## src/rtl/bank_sched_pkg.sv

```systemverilog
package bank_sched_pkg;

  typedef enum logic [1:0] {
    CMD_PRE = 2'd0,
    CMD_ACT = 2'd1,
    CMD_RD  = 2'd2,
    CMD_WR  = 2'd3
  } cmd_e;

  // strobes from control to the queue datapath
  typedef struct packed {
    logic push;
    logic pop;
  } strobe_t;

  function automatic logic isDataCmd(cmd_e c);
    return (c == CMD_RD) || (c == CMD_WR);
  endfunction

endpackage

```

## src/rtl/bank_sched_dp.sv

```systemverilog
module bank_sched_dp
  import bank_sched_pkg::*;
#(
  parameter int DEPTH     = 8,
  parameter int NUM_BANKS = 8,
  parameter int ROW_W     = 14,
  parameter int TXN_W     = 4,
  parameter int BANK_W    = 3,
  parameter int IDX_W     = 3,
  parameter int CNT_W     = 4
) (
  input  logic                 clk,
  input  logic                 rstN,
  input  strobe_t              strb,
  input  logic [IDX_W-1:0]     popIdx,
  input  logic [1:0]           pushCmd,
  input  logic [BANK_W-1:0]    pushBank,
  input  logic [ROW_W-1:0]     pushRow,
  input  logic [TXN_W-1:0]     pushTxn,
  output logic [DEPTH-1:0]     qValid,
  output cmd_e                 qCmd  [DEPTH],
  output logic [BANK_W-1:0]    qBank [DEPTH],
  output logic [ROW_W-1:0]     qRow  [DEPTH],
  output logic [TXN_W-1:0]     qTxn  [DEPTH],
  output logic [NUM_BANKS-1:0] bankOpen,
  output logic [ROW_W-1:0]     openRow [NUM_BANKS],
  output logic [CNT_W-1:0]     count
);

  cmd_e              nCmd  [DEPTH];
  logic [BANK_W-1:0] nBank [DEPTH];
  logic [ROW_W-1:0]  nRow  [DEPTH];
  logic [TXN_W-1:0]  nTxn  [DEPTH];
  logic [CNT_W-1:0]  tail;
  logic [CNT_W-1:0]  cntNext;

  // entries form a contiguous prefix; index order is arrival order
  for (genvar g = 0; g < DEPTH; g++) begin : g_valid
    assign qValid[g] = (CNT_W'(g) < count);
  end

  always_comb begin
    tail    = count - CNT_W'(strb.pop);
    cntNext = count - CNT_W'(strb.pop) + CNT_W'(strb.push);
    for (int k = 0; k < DEPTH; k++) begin
      if (strb.pop && (k >= int'(popIdx)) && (k < DEPTH - 1)) begin
        nCmd[k]  = qCmd[(k + 1) % DEPTH];
        nBank[k] = qBank[(k + 1) % DEPTH];
        nRow[k]  = qRow[(k + 1) % DEPTH];
        nTxn[k]  = qTxn[(k + 1) % DEPTH];
      end else begin
        nCmd[k]  = qCmd[k];
        nBank[k] = qBank[k];
        nRow[k]  = qRow[k];
        nTxn[k]  = qTxn[k];
      end
      if (strb.push && (k == int'(tail))) begin
        nCmd[k]  = cmd_e'(pushCmd);
        nBank[k] = pushBank;
        nRow[k]  = pushRow;
        nTxn[k]  = pushTxn;
      end
    end
  end

  always_ff @(posedge clk) begin
    if (!rstN) begin
      count    <= '0;
      bankOpen <= '0;
      for (int b = 0; b < NUM_BANKS; b++) openRow[b] <= '0;
      for (int k = 0; k < DEPTH; k++) begin
        qCmd[k]  <= CMD_PRE;
        qBank[k] <= '0;
        qRow[k]  <= '0;
        qTxn[k]  <= '0;
      end
    end else begin
      count <= cntNext;
      for (int k = 0; k < DEPTH; k++) begin
        qCmd[k]  <= nCmd[k];
        qBank[k] <= nBank[k];
        qRow[k]  <= nRow[k];
        qTxn[k]  <= nTxn[k];
      end
      if (strb.pop) begin
        if (qCmd[popIdx] == CMD_PRE) begin
          bankOpen[qBank[popIdx]] <= 1'b0;
        end else if (qCmd[popIdx] == CMD_ACT) begin
          bankOpen[qBank[popIdx]] <= 1'b1;
          openRow[qBank[popIdx]]  <= qRow[popIdx];
        end
      end
    end
  end

  p_pop_shrinks_r10: assert property (@(posedge clk) disable iff (!rstN)
    (strb.pop && !strb.push) |=> (count == $past(count) - CNT_W'(1)));

  p_no_overflow_r10: assert property (@(posedge clk) disable iff (!rstN)
    strb.push |-> (count < CNT_W'(DEPTH)) || strb.pop);

  p_act_closed_r4: assert property (@(posedge clk) disable iff (!rstN)
    (strb.pop && qCmd[popIdx] == CMD_ACT) |-> !bankOpen[qBank[popIdx]]);

  p_pre_closes_r10: assert property (@(posedge clk) disable iff (!rstN)
    (strb.pop && qCmd[popIdx] == CMD_PRE) |=> !bankOpen[$past(qBank[popIdx])]);

endmodule

```

## src/rtl/bank_sched_ctl.sv

```systemverilog
module bank_sched_ctl
  import bank_sched_pkg::*;
#(
  parameter int DEPTH     = 8,
  parameter int NUM_BANKS = 8,
  parameter int ROW_W     = 14,
  parameter int TXN_W     = 4,
  parameter int BANK_W    = 3,
  parameter int IDX_W     = 3,
  parameter int CNT_W     = 4
) (
  input  logic                 clk,
  input  logic                 rstN,
  input  logic                 canIssue,
  input  logic [NUM_BANKS-1:0] bankReady,
  input  logic                 pushValid,
  input  logic [CNT_W-1:0]     count,
  input  logic [DEPTH-1:0]     qValid,
  input  cmd_e                 qCmd  [DEPTH],
  input  logic [BANK_W-1:0]    qBank [DEPTH],
  input  logic [ROW_W-1:0]     qRow  [DEPTH],
  input  logic [TXN_W-1:0]     qTxn  [DEPTH],
  input  logic [NUM_BANKS-1:0] bankOpen,
  input  logic [ROW_W-1:0]     openRow [NUM_BANKS],
  output strobe_t              strb,
  output logic [IDX_W-1:0]     popIdx,
  output logic                 enqReady,
  output logic                 issValid,
  output logic [1:0]           issCmd,
  output logic [BANK_W-1:0]    issBank,
  output logic [ROW_W-1:0]     issRow,
  output logic [TXN_W-1:0]     issTxn,
  output logic                 issHoisted
);

  logic [TXN_W-1:0]     curTxn;
  logic [TXN_W-1:0]     nextTxn;
  logic [NUM_BANKS-1:0] curOnBank;
  logic                 anyCur;
  logic                 advance;
  logic [DEPTH-1:0]     hitElig, curElig, hoistElig;
  logic                 found;
  logic                 pickHoist;
  logic [IDX_W-1:0]     sel;

  assign nextTxn = curTxn + TXN_W'(1);

  always_comb begin
    curOnBank = '0;
    anyCur    = 1'b0;
    for (int k = 0; k < DEPTH; k++) begin
      if (qValid[k] && qTxn[k] == curTxn) begin
        curOnBank[qBank[k]] = 1'b1;
        anyCur = 1'b1;
      end
    end
  end

  always_comb begin
    for (int k = 0; k < DEPTH; k++) begin
      logic blocked, legal, rdy, inCur, inNext;
      blocked = 1'b0;
      for (int j = 0; j < DEPTH; j++) begin
        if (j < k && qValid[j] && qTxn[j] == qTxn[k] && qBank[j] == qBank[k])
          blocked = 1'b1;
      end
      unique case (qCmd[k])
        CMD_PRE: legal = bankOpen[qBank[k]];
        CMD_ACT: legal = !bankOpen[qBank[k]];
        default: legal = bankOpen[qBank[k]] && (openRow[qBank[k]] == qRow[k]);
      endcase
      inCur  = qValid[k] && (qTxn[k] == curTxn);
      inNext = qValid[k] && (qTxn[k] == nextTxn);
      rdy    = bankReady[qBank[k]] && legal && !blocked;
      curElig[k]   = inCur && rdy;
      hitElig[k]   = inCur && rdy && isDataCmd(qCmd[k]);
      hoistElig[k] = inNext && rdy && !isDataCmd(qCmd[k]) && !curOnBank[qBank[k]];
    end
  end

  // lowest priority pass first; each later pass overrides when it has a candidate
  always_comb begin
    found     = 1'b0;
    pickHoist = 1'b0;
    sel       = '0;
    for (int k = DEPTH - 1; k >= 0; k--) begin
      if (hoistElig[k]) begin
        found = 1'b1; pickHoist = 1'b1; sel = IDX_W'(k);
      end
    end
    if (|curElig) begin
      for (int k = DEPTH - 1; k >= 0; k--) begin
        if (curElig[k]) begin
          found = 1'b1; pickHoist = 1'b0; sel = IDX_W'(k);
        end
      end
    end
    if (|hitElig) begin
      for (int k = DEPTH - 1; k >= 0; k--) begin
        if (hitElig[k]) begin
          found = 1'b1; pickHoist = 1'b0; sel = IDX_W'(k);
        end
      end
    end
  end

  assign enqReady   = (count < CNT_W'(DEPTH));
  assign issValid   = canIssue && found;
  assign issCmd     = qCmd[sel];
  assign issBank    = qBank[sel];
  assign issRow     = qRow[sel];
  assign issTxn     = qTxn[sel];
  assign issHoisted = pickHoist;
  assign popIdx     = sel;
  assign strb.pop   = issValid;
  assign strb.push  = pushValid && enqReady;
  assign advance    = (count != '0) && !anyCur;

  always_ff @(posedge clk) begin
    if (!rstN)        curTxn <= '0;
    else if (advance) curTxn <= nextTxn;
  end

  p_issue_gated_r2: assert property (@(posedge clk) disable iff (!rstN)
    issValid |-> (canIssue && bankReady[issBank]));

  p_data_in_order_r6: assert property (@(posedge clk) disable iff (!rstN)
    (issValid && isDataCmd(cmd_e'(issCmd))) |-> (issTxn == curTxn));

  p_hoist_next_r5: assert property (@(posedge clk) disable iff (!rstN)
    (issValid && issHoisted) |-> ((issTxn == nextTxn) && !isDataCmd(cmd_e'(issCmd))));

  p_txn_step_r9: assert property (@(posedge clk) disable iff (!rstN)
    !$stable(curTxn) |-> (curTxn == $past(curTxn) + TXN_W'(1)));

endmodule

```

## src/rtl/txn_bank_scheduler.sv

```systemverilog
module txn_bank_scheduler
  import bank_sched_pkg::*;
#(
  parameter int DEPTH     = 8,
  parameter int NUM_BANKS = 8,
  parameter int ROW_W     = 14,
  parameter int TXN_W     = 4
) (
  input  logic                         clk,
  input  logic                         rstN,
  input  logic                         pushValid,
  input  logic [1:0]                   pushCmd,
  input  logic [$clog2(NUM_BANKS)-1:0] pushBank,
  input  logic [ROW_W-1:0]             pushRow,
  input  logic [TXN_W-1:0]             pushTxn,
  output logic                         enqReady,
  input  logic                         canIssue,
  input  logic [NUM_BANKS-1:0]         bankReady,
  output logic                         issValid,
  output logic [1:0]                   issCmd,
  output logic [$clog2(NUM_BANKS)-1:0] issBank,
  output logic [ROW_W-1:0]             issRow,
  output logic [TXN_W-1:0]             issTxn,
  output logic                         issHoisted
);

  localparam int BANK_W = $clog2(NUM_BANKS);
  localparam int IDX_W  = $clog2(DEPTH);
  localparam int CNT_W  = $clog2(DEPTH + 1);

  strobe_t              strb;
  logic [IDX_W-1:0]     popIdx;
  logic [DEPTH-1:0]     qValid;
  cmd_e                 qCmd  [DEPTH];
  logic [BANK_W-1:0]    qBank [DEPTH];
  logic [ROW_W-1:0]     qRow  [DEPTH];
  logic [TXN_W-1:0]     qTxn  [DEPTH];
  logic [NUM_BANKS-1:0] bankOpen;
  logic [ROW_W-1:0]     openRow [NUM_BANKS];
  logic [CNT_W-1:0]     count;

  bank_sched_dp #(
    .DEPTH(DEPTH), .NUM_BANKS(NUM_BANKS), .ROW_W(ROW_W), .TXN_W(TXN_W),
    .BANK_W(BANK_W), .IDX_W(IDX_W), .CNT_W(CNT_W)
  ) u_dp (
    .clk(clk), .rstN(rstN), .strb(strb), .popIdx(popIdx),
    .pushCmd(pushCmd), .pushBank(pushBank), .pushRow(pushRow), .pushTxn(pushTxn),
    .qValid(qValid), .qCmd(qCmd), .qBank(qBank), .qRow(qRow), .qTxn(qTxn),
    .bankOpen(bankOpen), .openRow(openRow), .count(count)
  );

  bank_sched_ctl #(
    .DEPTH(DEPTH), .NUM_BANKS(NUM_BANKS), .ROW_W(ROW_W), .TXN_W(TXN_W),
    .BANK_W(BANK_W), .IDX_W(IDX_W), .CNT_W(CNT_W)
  ) u_ctl (
    .clk(clk), .rstN(rstN), .canIssue(canIssue), .bankReady(bankReady),
    .pushValid(pushValid), .count(count), .qValid(qValid),
    .qCmd(qCmd), .qBank(qBank), .qRow(qRow), .qTxn(qTxn),
    .bankOpen(bankOpen), .openRow(openRow),
    .strb(strb), .popIdx(popIdx), .enqReady(enqReady),
    .issValid(issValid), .issCmd(issCmd), .issBank(issBank), .issRow(issRow),
    .issTxn(issTxn), .issHoisted(issHoisted)
  );

endmodule

```

## config.mk

```make
export PLATFORM = sky130hd
export DESIGN_NAME = txn_bank_scheduler
export DESIGN_NICKNAME = d
export VERILOG_FILES = /design/src/rtl/bank_sched_pkg.sv /design/src/rtl/bank_sched_dp.sv /design/src/rtl/bank_sched_ctl.sv /design/src/rtl/txn_bank_scheduler.sv
export SDC_FILE = /design/constraint.sdc
export NUM_CORES = 2
export LEC_CHECK = 0
export CAP_MARGIN = 20
export CORE_ASPECT_RATIO = 1.1
export CORE_MARGIN = 5
export CORE_UTILIZATION = 55
export CTS_CLUSTER_DIAMETER = 100
export CTS_CLUSTER_SIZE = 20
export DETAILED_ROUTE_END_ITERATION = 16
export DONT_BUFFER_PORTS = 1
export HOLD_SLACK_MARGIN = 0.15
export PLACE_DENSITY_LB_ADDON = 0.2
export SYNTH_ARGS = -nofsm -noshare
export SYNTH_HDL_FRONTEND = slang
export SYNTH_SLANG_ARGS = --single-unit
```

## constraint.sdc

```tcl
create_clock -name clk -period 9.95 [get_ports clk]
set_input_delay 0.995 -clock clk [delete_from_list [all_inputs] [get_ports clk]]
set_output_delay 0.995 -clock clk [all_outputs]
set_load 0.01 [all_outputs]
```

# --- Yosys cells after proc, flatten, opt, wreduce, memory -nomap -nowiden ---
# Cells that the tools add are included.
totals:
  ff_bits: 312
  in_bits: 35
  wordCells: 735
op_classes:
  n_reduce_logical: 226
  n_mux: 285
  addsub: 3
  bitwise: 21
  eq_ne: 112
  magnitude_cmp: 45
ops:
  columns: ["operator", "n"]
  rows:
  - ["two-way mux 14 bit", 33]
  - ["binary-select mux 14 bit (select 3 bit)", 9]
  - ["== test 4 bit", 44]
  - ["logical AND 1 bit", 163]
  - ["two-way mux 3 bit", 42]
  - ["two-way mux 1 bit", 113]
  - ["bitwise mux 112 bit", 1]
  - ["== test 14 bit", 8]
  - ["== test 3 bit", 28]
  - ["two-way mux 8 bit", 10]
  - ["binary-select mux 1 bit (select 3 bit)", 24]
  - ["two-way mux 4 bit", 16]
  - ["OR 8 bit", 8]
  - ["demux 14 bit (select 3 bit)", 1]
  - ["greater-or-equal comparator 4 bit (second input constant)", 10]
  - ["inverter 3 -> 4 bit", 10]
  - ["< comparator 3 x 4 -> 1 bit (second input constant)", 9]
  - ["== test 2 bit (second input constant)", 16]
  - ["zero test 1 bit", 32]
  - ["two-way mux 2 bit", 16]
  - ["demux 1 bit (select 3 bit)", 9]
  - ["greater-or-equal comparator 3 x 1 -> 1 bit (second input constant)", 9]
  - ["== test 2 x 1 -> 1 bit (second input constant)", 9]
  - ["zero test 2 bit", 9]
  - ["28 further kinds", 63]

# --- Logic depth before layout (Yosys ltp) ---
depth:
  ltp_word: 60
  mapped_depth: 27
  ltp_nobuf: 21

# --- By module ---
# A second synthesis with hierarchy kept.
hier_totals:
  cells_unflattened: 3680
  area_unflattened_um2: 31447.7
modules_own_cells:
  columns: ["module", "instances", "seq_area_each_um2", "cells_each", "area_each_um2"]
  rows:
  - ["bank_sched_ctl", 1, 80.1, 2193, 17330.4]
  - ["bank_sched_dp", 1, 6165.9, 1487, 14117.3]

# --- Least setup slack after synthesis ---
# No wires, ideal clock.
synth_timing:
  path_type: "input -> output"
  start: "input port bankReady[3]"
  end: "output port issTxn[1]"
  path_buffers: 6
  stages: 19
  t_arrival_ns: 4.987
  setup_slack_ns: 3.968
  required_time_ns: 8.955
  cell_sequence: "mux2i_1 -> mux4_2 -> a311oi_1 -> nand4_1 -> nor4_1 -> o221ai_1 -> a211oi_1 -> o211ai_1 -> a311oi_1 -> o211a_1 -> buf_6 -> buf_4 -> buf_4 -> buf_2 -> buf_4 -> buf_2 -> mux2_2 -> o211ai_1 -> o21ai_0"
synth_via:
  elab_chain_cells: 37
synth_lines:
  columns: ["item", "line_no", "text"]
  rows:
  - ["start: declaration", "txn_bank_scheduler.sv:18", "input logic [NUM_BANKS-1:0] bankReady,"]
  - ["binary-select mux 1 bit (select 3 bit)", "bank_sched_ctl.sv:74", "rdy = bankReady[qBank[k]] && legal && !blocked;"]
  - ["two-way mux 1 bit (implied by the code)", "bank_sched_ctl.sv:74", null]
  - ["logical AND 1 bit (2 in series)", "bank_sched_ctl.sv:74", null]
  - ["logical AND 1 bit (3 in series)", "bank_sched_ctl.sv:77", "hoistElig[k] = inNext && rdy && !isDataCmd(qCmd[k]) && !curOnBank[qBank[k]];"]
  - ["two-way mux 3 bit (8 in series)", "bank_sched_ctl.sv:87", "if (hoistElig[k]) begin"]
  - ["two-way mux 3 bit (8 in series)", "bank_sched_ctl.sv:93", "if (curElig[k]) begin"]
  - ["two-way mux 3 bit", "bank_sched_ctl.sv:91", "if (|curElig) begin"]
  - ["two-way mux 3 bit (8 in series)", "bank_sched_ctl.sv:100", "if (hitElig[k]) begin"]
  - ["two-way mux 3 bit (*)", "bank_sched_ctl.sv:98", "if (|hitElig) begin"]
  - ["inverter 3 -> 4 bit (implied by the code) (*)", "bank_sched_ctl.sv:112", "assign issTxn = qTxn[sel];"]
  - ["binary-select mux 4 bit (select 3 bit) (*)", "bank_sched_ctl.sv:112", null]
  - ["two-way mux 4 bit (implied by the code) (*) (2 in series)", "bank_sched_ctl.sv:112", null]
  - ["end: declaration", "txn_bank_scheduler.sv:23", "output logic [TXN_W-1:0] issTxn,"]
# Every way passes the cells marked *; elsewhere a longest branch is shown, timed or not. The select of a mux whose other input is x is not followed.

# --- Final worst setup path ---
layout_timing:
  start: "register u_dp.qBank[10] in the netlist's numbering"
  end: "output port issRow[3]"
layout_via:
  elab_chain_cells: 46
layout_lines:
  columns: ["item", "line_no", "text"]
  rows:
  - ["start: declaration", "bank_sched_dp.sv:22", "output logic [BANK_W-1:0] qBank [DEPTH],"]
  - ["start signal: indexed assignment", "bank_sched_dp.sv:81", "qBank[k] <= nBank[k];"]
  - ["< comparator 3 x 4 -> 1 bit (implied by the code) or greater-or-equal comparator 3 x 1 -> 1 bit (tied branches)", "bank_sched_ctl.sv:53", "curOnBank[qBank[k]] = 1'b1;"]
  - ["logical AND 1 bit (implied by the code)", "bank_sched_ctl.sv:53", null]
  - ["two-way mux 1 bit (implied by the code)", "bank_sched_ctl.sv:53", null]
  - ["demux 1 bit (select 3 bit)", null, null]
  - ["OR 8 bit (no line)", null, null]
  - ["two-way mux 8 bit", "bank_sched_ctl.sv:52", "if (qValid[k] && qTxn[k] == curTxn) begin"]
  - ["OR 8 bit (no line)", null, null]
  - ["two-way mux 8 bit", "bank_sched_ctl.sv:52", null]
  - ["(+8 left out)", null, null]
  - ["two-way mux 3 bit (8 in series)", "bank_sched_ctl.sv:87", null]
  - ["two-way mux 3 bit (8 in series)", "bank_sched_ctl.sv:93", null]
  - ["two-way mux 3 bit", "bank_sched_ctl.sv:91", null]
  - ["two-way mux 3 bit (8 in series)", "bank_sched_ctl.sv:100", null]
  - ["two-way mux 3 bit (*)", "bank_sched_ctl.sv:98", null]
  - ["inverter 3 -> 4 bit (implied by the code) (*)", "bank_sched_ctl.sv:111", "assign issRow = qRow[sel];"]
  - ["binary-select mux 14 bit (select 3 bit) (*)", "bank_sched_ctl.sv:111", null]
  - ["two-way mux 14 bit (implied by the code) (*) (2 in series)", "bank_sched_ctl.sv:111", null]
  - ["end: declaration", "txn_bank_scheduler.sv:22", "output logic [ROW_W-1:0] issRow,"]
# Marked as above.

==> summary.txt <==
Largest net degree at the start of global routing: 103
Synthesis-to-finish area growth: 2.176%
Leakage power: 10.30 nW
CP Max Fanout: 62
Worst-path cell chain: buf_4 -> nor2b_1 -> a22o_1 -> a2bb2oi_1 -> xnor2_1 -> a2111oi_0 -> nand4_1 -> nand2_1 -> o211ai_1 -> a311oi_1 -> o211a_4 -> buf_4 -> mux2_2 -> o211ai_1 -> o21ai_0 -> buf_4
Max Slew Vio Count: 0
Synth Register Bits: 312
Worst Hold Class: input pin to flip-flop
1st-iter DRT viols: 5298
PD cells: 277.1 mW/mm^2
WHS: 0.5329 ns
Wire length per cell: 39.67 um
Vias per cell: 7.917
IO Count: 61
Critical Path Sink Type: output pin
Initial Utilization: 55.36%
Unrepaired setup endpoints after global routing: false
Critical path's slowest cell: o211a_4
Placed standard-cell area: 0.03021 mm^2
Cell with the most instances after synthesis: mux2i_1
Chip width: 233.8 um
First-pass GRT wire length: 228600 um
P_int: 3.721 mW
Core area: 0.05473 mm^2
Post-route minimum period: 9.078 ns
Arrival @ worst endpoint: 8.08 ns
Final setup viols: 0
# Post-CTS Setup Buffers: 0
DP HPWL: 115700 um
Maximum root-to-sink buffer count: 3
Clock Sinks: 312
Number of buffers and inverters on the critical path: 3
Async set or reset register ratio after synthesis: 0%
Cell accounting for the most synthesized area: dfxtp_1
Final period util: 91.24%
Number of synthesized flops with an enable pin: 0
Run status: completed
Prevailing post-synth register cell: dfxtp_1
Clock share of power: 10.5%
Total GRT Usage: 52.18%
Net Sw Frac: 56.62%
Post-layout net count: 3404
Combinational Power Share: 64.3%
DR vias: 32590
Worst-Skew Late Latency: 0.60 ns
Register area share after synthesis: 20.61%
Top cells by area, synth: dfxtp_1 (21%), mux2i_1 (18%), xnor2_1 (6.4%), mux4_2 (4.8%), a211oi_1 (4.5%)
Synth warn: 0
Final wirelength: 163300 um
Peak VDD IR: 0.0001867 V
Slowest cell delay on critical path: 0.96 ns
Die height: 256.2 um
Finished Cell Area: 0.03096 mm^2
F_max: 110.2 MHz
Max-slew headroom at the worst pin: 3.299%
Number of global-route vias before repair: 30360
H-tree depth: 1
Yosys top cell area share: 20.61%
Reg power frac: 25.1%
FILL cells: 5041
Initial antenna violation count: 10
Root Driver: clkbuf_16
PortBufs: 0
CTS buffer count: 21
Placed cell count: 4069
Hold buffers post-CTS: 0
Worst Tran Pin Value: 1.410 ns
Synth unique cells: 99
NetSw: 4.857 mW
Syn nets: 3708
CP top delay family: compound AO/OA/AOI/OAI gates
Clock transition at path regs: 0.08 ns
Gp weighted congestion: 1.178
Required @ worst endpoint: 8.96 ns
DRT Pass-1 Iters: 8
R2r setup slk: 1.23 ns
Final TNS setup: 0 ns
Mapped Area: 0.03030 mm^2
CP Launch Type: flip-flop
Top cell by count, worst path: buf_4
Avg Cell Area, Syn: 8.260 um^2
Skew final: 0.04224 ns
Share of layout cells above drive strength 1: 12.34%
Worst setup path category: flip-flop to output pin
Final Hold Fails: 0
Finished Layout Cells: 4117
Num rows: 90
Grt ovf: 0
Max Cap Violations: 0
Syn Inst Count: 3668
Post-cts sizing count: 0
ANT nets after route: 0
CTS tree: done
Post-synth top cells: mux2i_1 (546), dfxtp_1 (312), nor2_1 (298)
Post-route DRC: 0
Total die area: 0.05989 mm^2
[cell families (layout without fill, tap and decap cells)]
family	count (synthesis)	in the layout	synth area share, %
AND/OR/NAND/NOR	1014	1014	16.74
AO/OA/AOI/OAI	766	766	18.15
other	0	11	0
adder cells (fa/ha/maj)	5	5	0.2065
XOR/XNOR	363	363	10.49
flip-flops	312	312	20.61
buffers and inverters	492	194	7.045
multiplexers	716	716	26.75
[metrics by stage]
step	power [mW]	setup slack, ns	util, %
finish	8.578	0.8721	56.57
global route	8.676	1.029	56.52
CTS	8.073	1.297	56.30
detailed placement	7.193	1.506	55.20
global placement	7.121	1.456	55.17
floorplan	5.267	3.968	-
[power groups by stage]
stage / sequential, mW / combinational (mW) / clock, mW
2_1_floorplan: 1.66 / 3.60 / 0
3_3_place_gp: 2.11 / 5.01 / 0
3_5_place_dp: 2.12 / 5.08 / 0
4_1_cts: 2.09 / 5.10 / 0.890
5_1_grt: 2.13 / 5.61 / 0.938
6_report: 2.16 / 5.52 / 0.901
[worst paths after layout]
kind                                    end                         from  depth (start not counted)
min reg2reg     u_dp.qRow[102]$_SDFFE_PN0P_  u_dp.qRow[102]$_SDFFE_PN0P_                          2
max reg2reg  u_dp.openRow[100]$_SDFFE_PN0P_  u_dp.qBank[10]$_SDFFE_PN0P_                         18
min              u_dp.qBank[0]$_SDFFE_PN0P_                  pushBank[0]                          2
max                               issRow[3]  u_dp.qBank[10]$_SDFFE_PN0P_                         16
[state kept, by name, summed over array words and instances (netlist names), named ones only]
signal and cells:
u_dp.qBank 24, u_dp.qRow 112, u_dp.qCmd 16, u_dp.count 4, u_ctl.curTxn 4, u_dp.qTxn 32, u_dp.openRow 112
[placed cells by master (no fill, tap or decap), drive strengths merged, types with 106 or more instances in the layout]
| cell type | instances |
|---|---|
| nor2 | 304 |
| mux2 | 106 |
| xor2 | 143 |
| a21oi | 146 |
| buf | 120 |
| nand2 | 225 |
| dfxtp | 312 |
| xnor2 | 220 |
| a211oi | 183 |
| mux2i | 546 |
[routing by layer]
layer / up-vias / GRT usage, % / wire [um]
met4: 6 / 45.54 / 20910
met5: - / 0.08224 / 37
met2: 3124 / 76.34 / 66490
met3: 1237 / 22.15 / 23450
met1: 15350 / 57.40 / 52450
li1: 12880 / - / -
[final cells by class]
cell class                      count  area, um^2  share of cell area [%]
Sequential cell                   312        6287                   20.31
Tap cell                          736       920.9                   2.975
Multi-Input combinational cell   2864       21990                   71.04
Antenna cell                       11       27.53                 0.08891
Inverter                           44       170.2                  0.5497
Clock inverter                      6       68.82                  0.2223
Timing Repair Buffer              121       958.4                   3.096
Clock buffer                       23       533.0                   1.722
[worst reg2reg max path, delay by kind of cell (launching register included)]
kind                   cells  cell delay (ns)
AND/OR/NAND/NOR            5             2.99
XOR/XNOR                   1             0.16
buffers and inverters      2             0.93
flip-flops                 1             0.89
multiplexers               3             0.68
AO/OA/AOI/OAI              7             3.01
No activity file was read; power rests on OpenSTA's default activity.
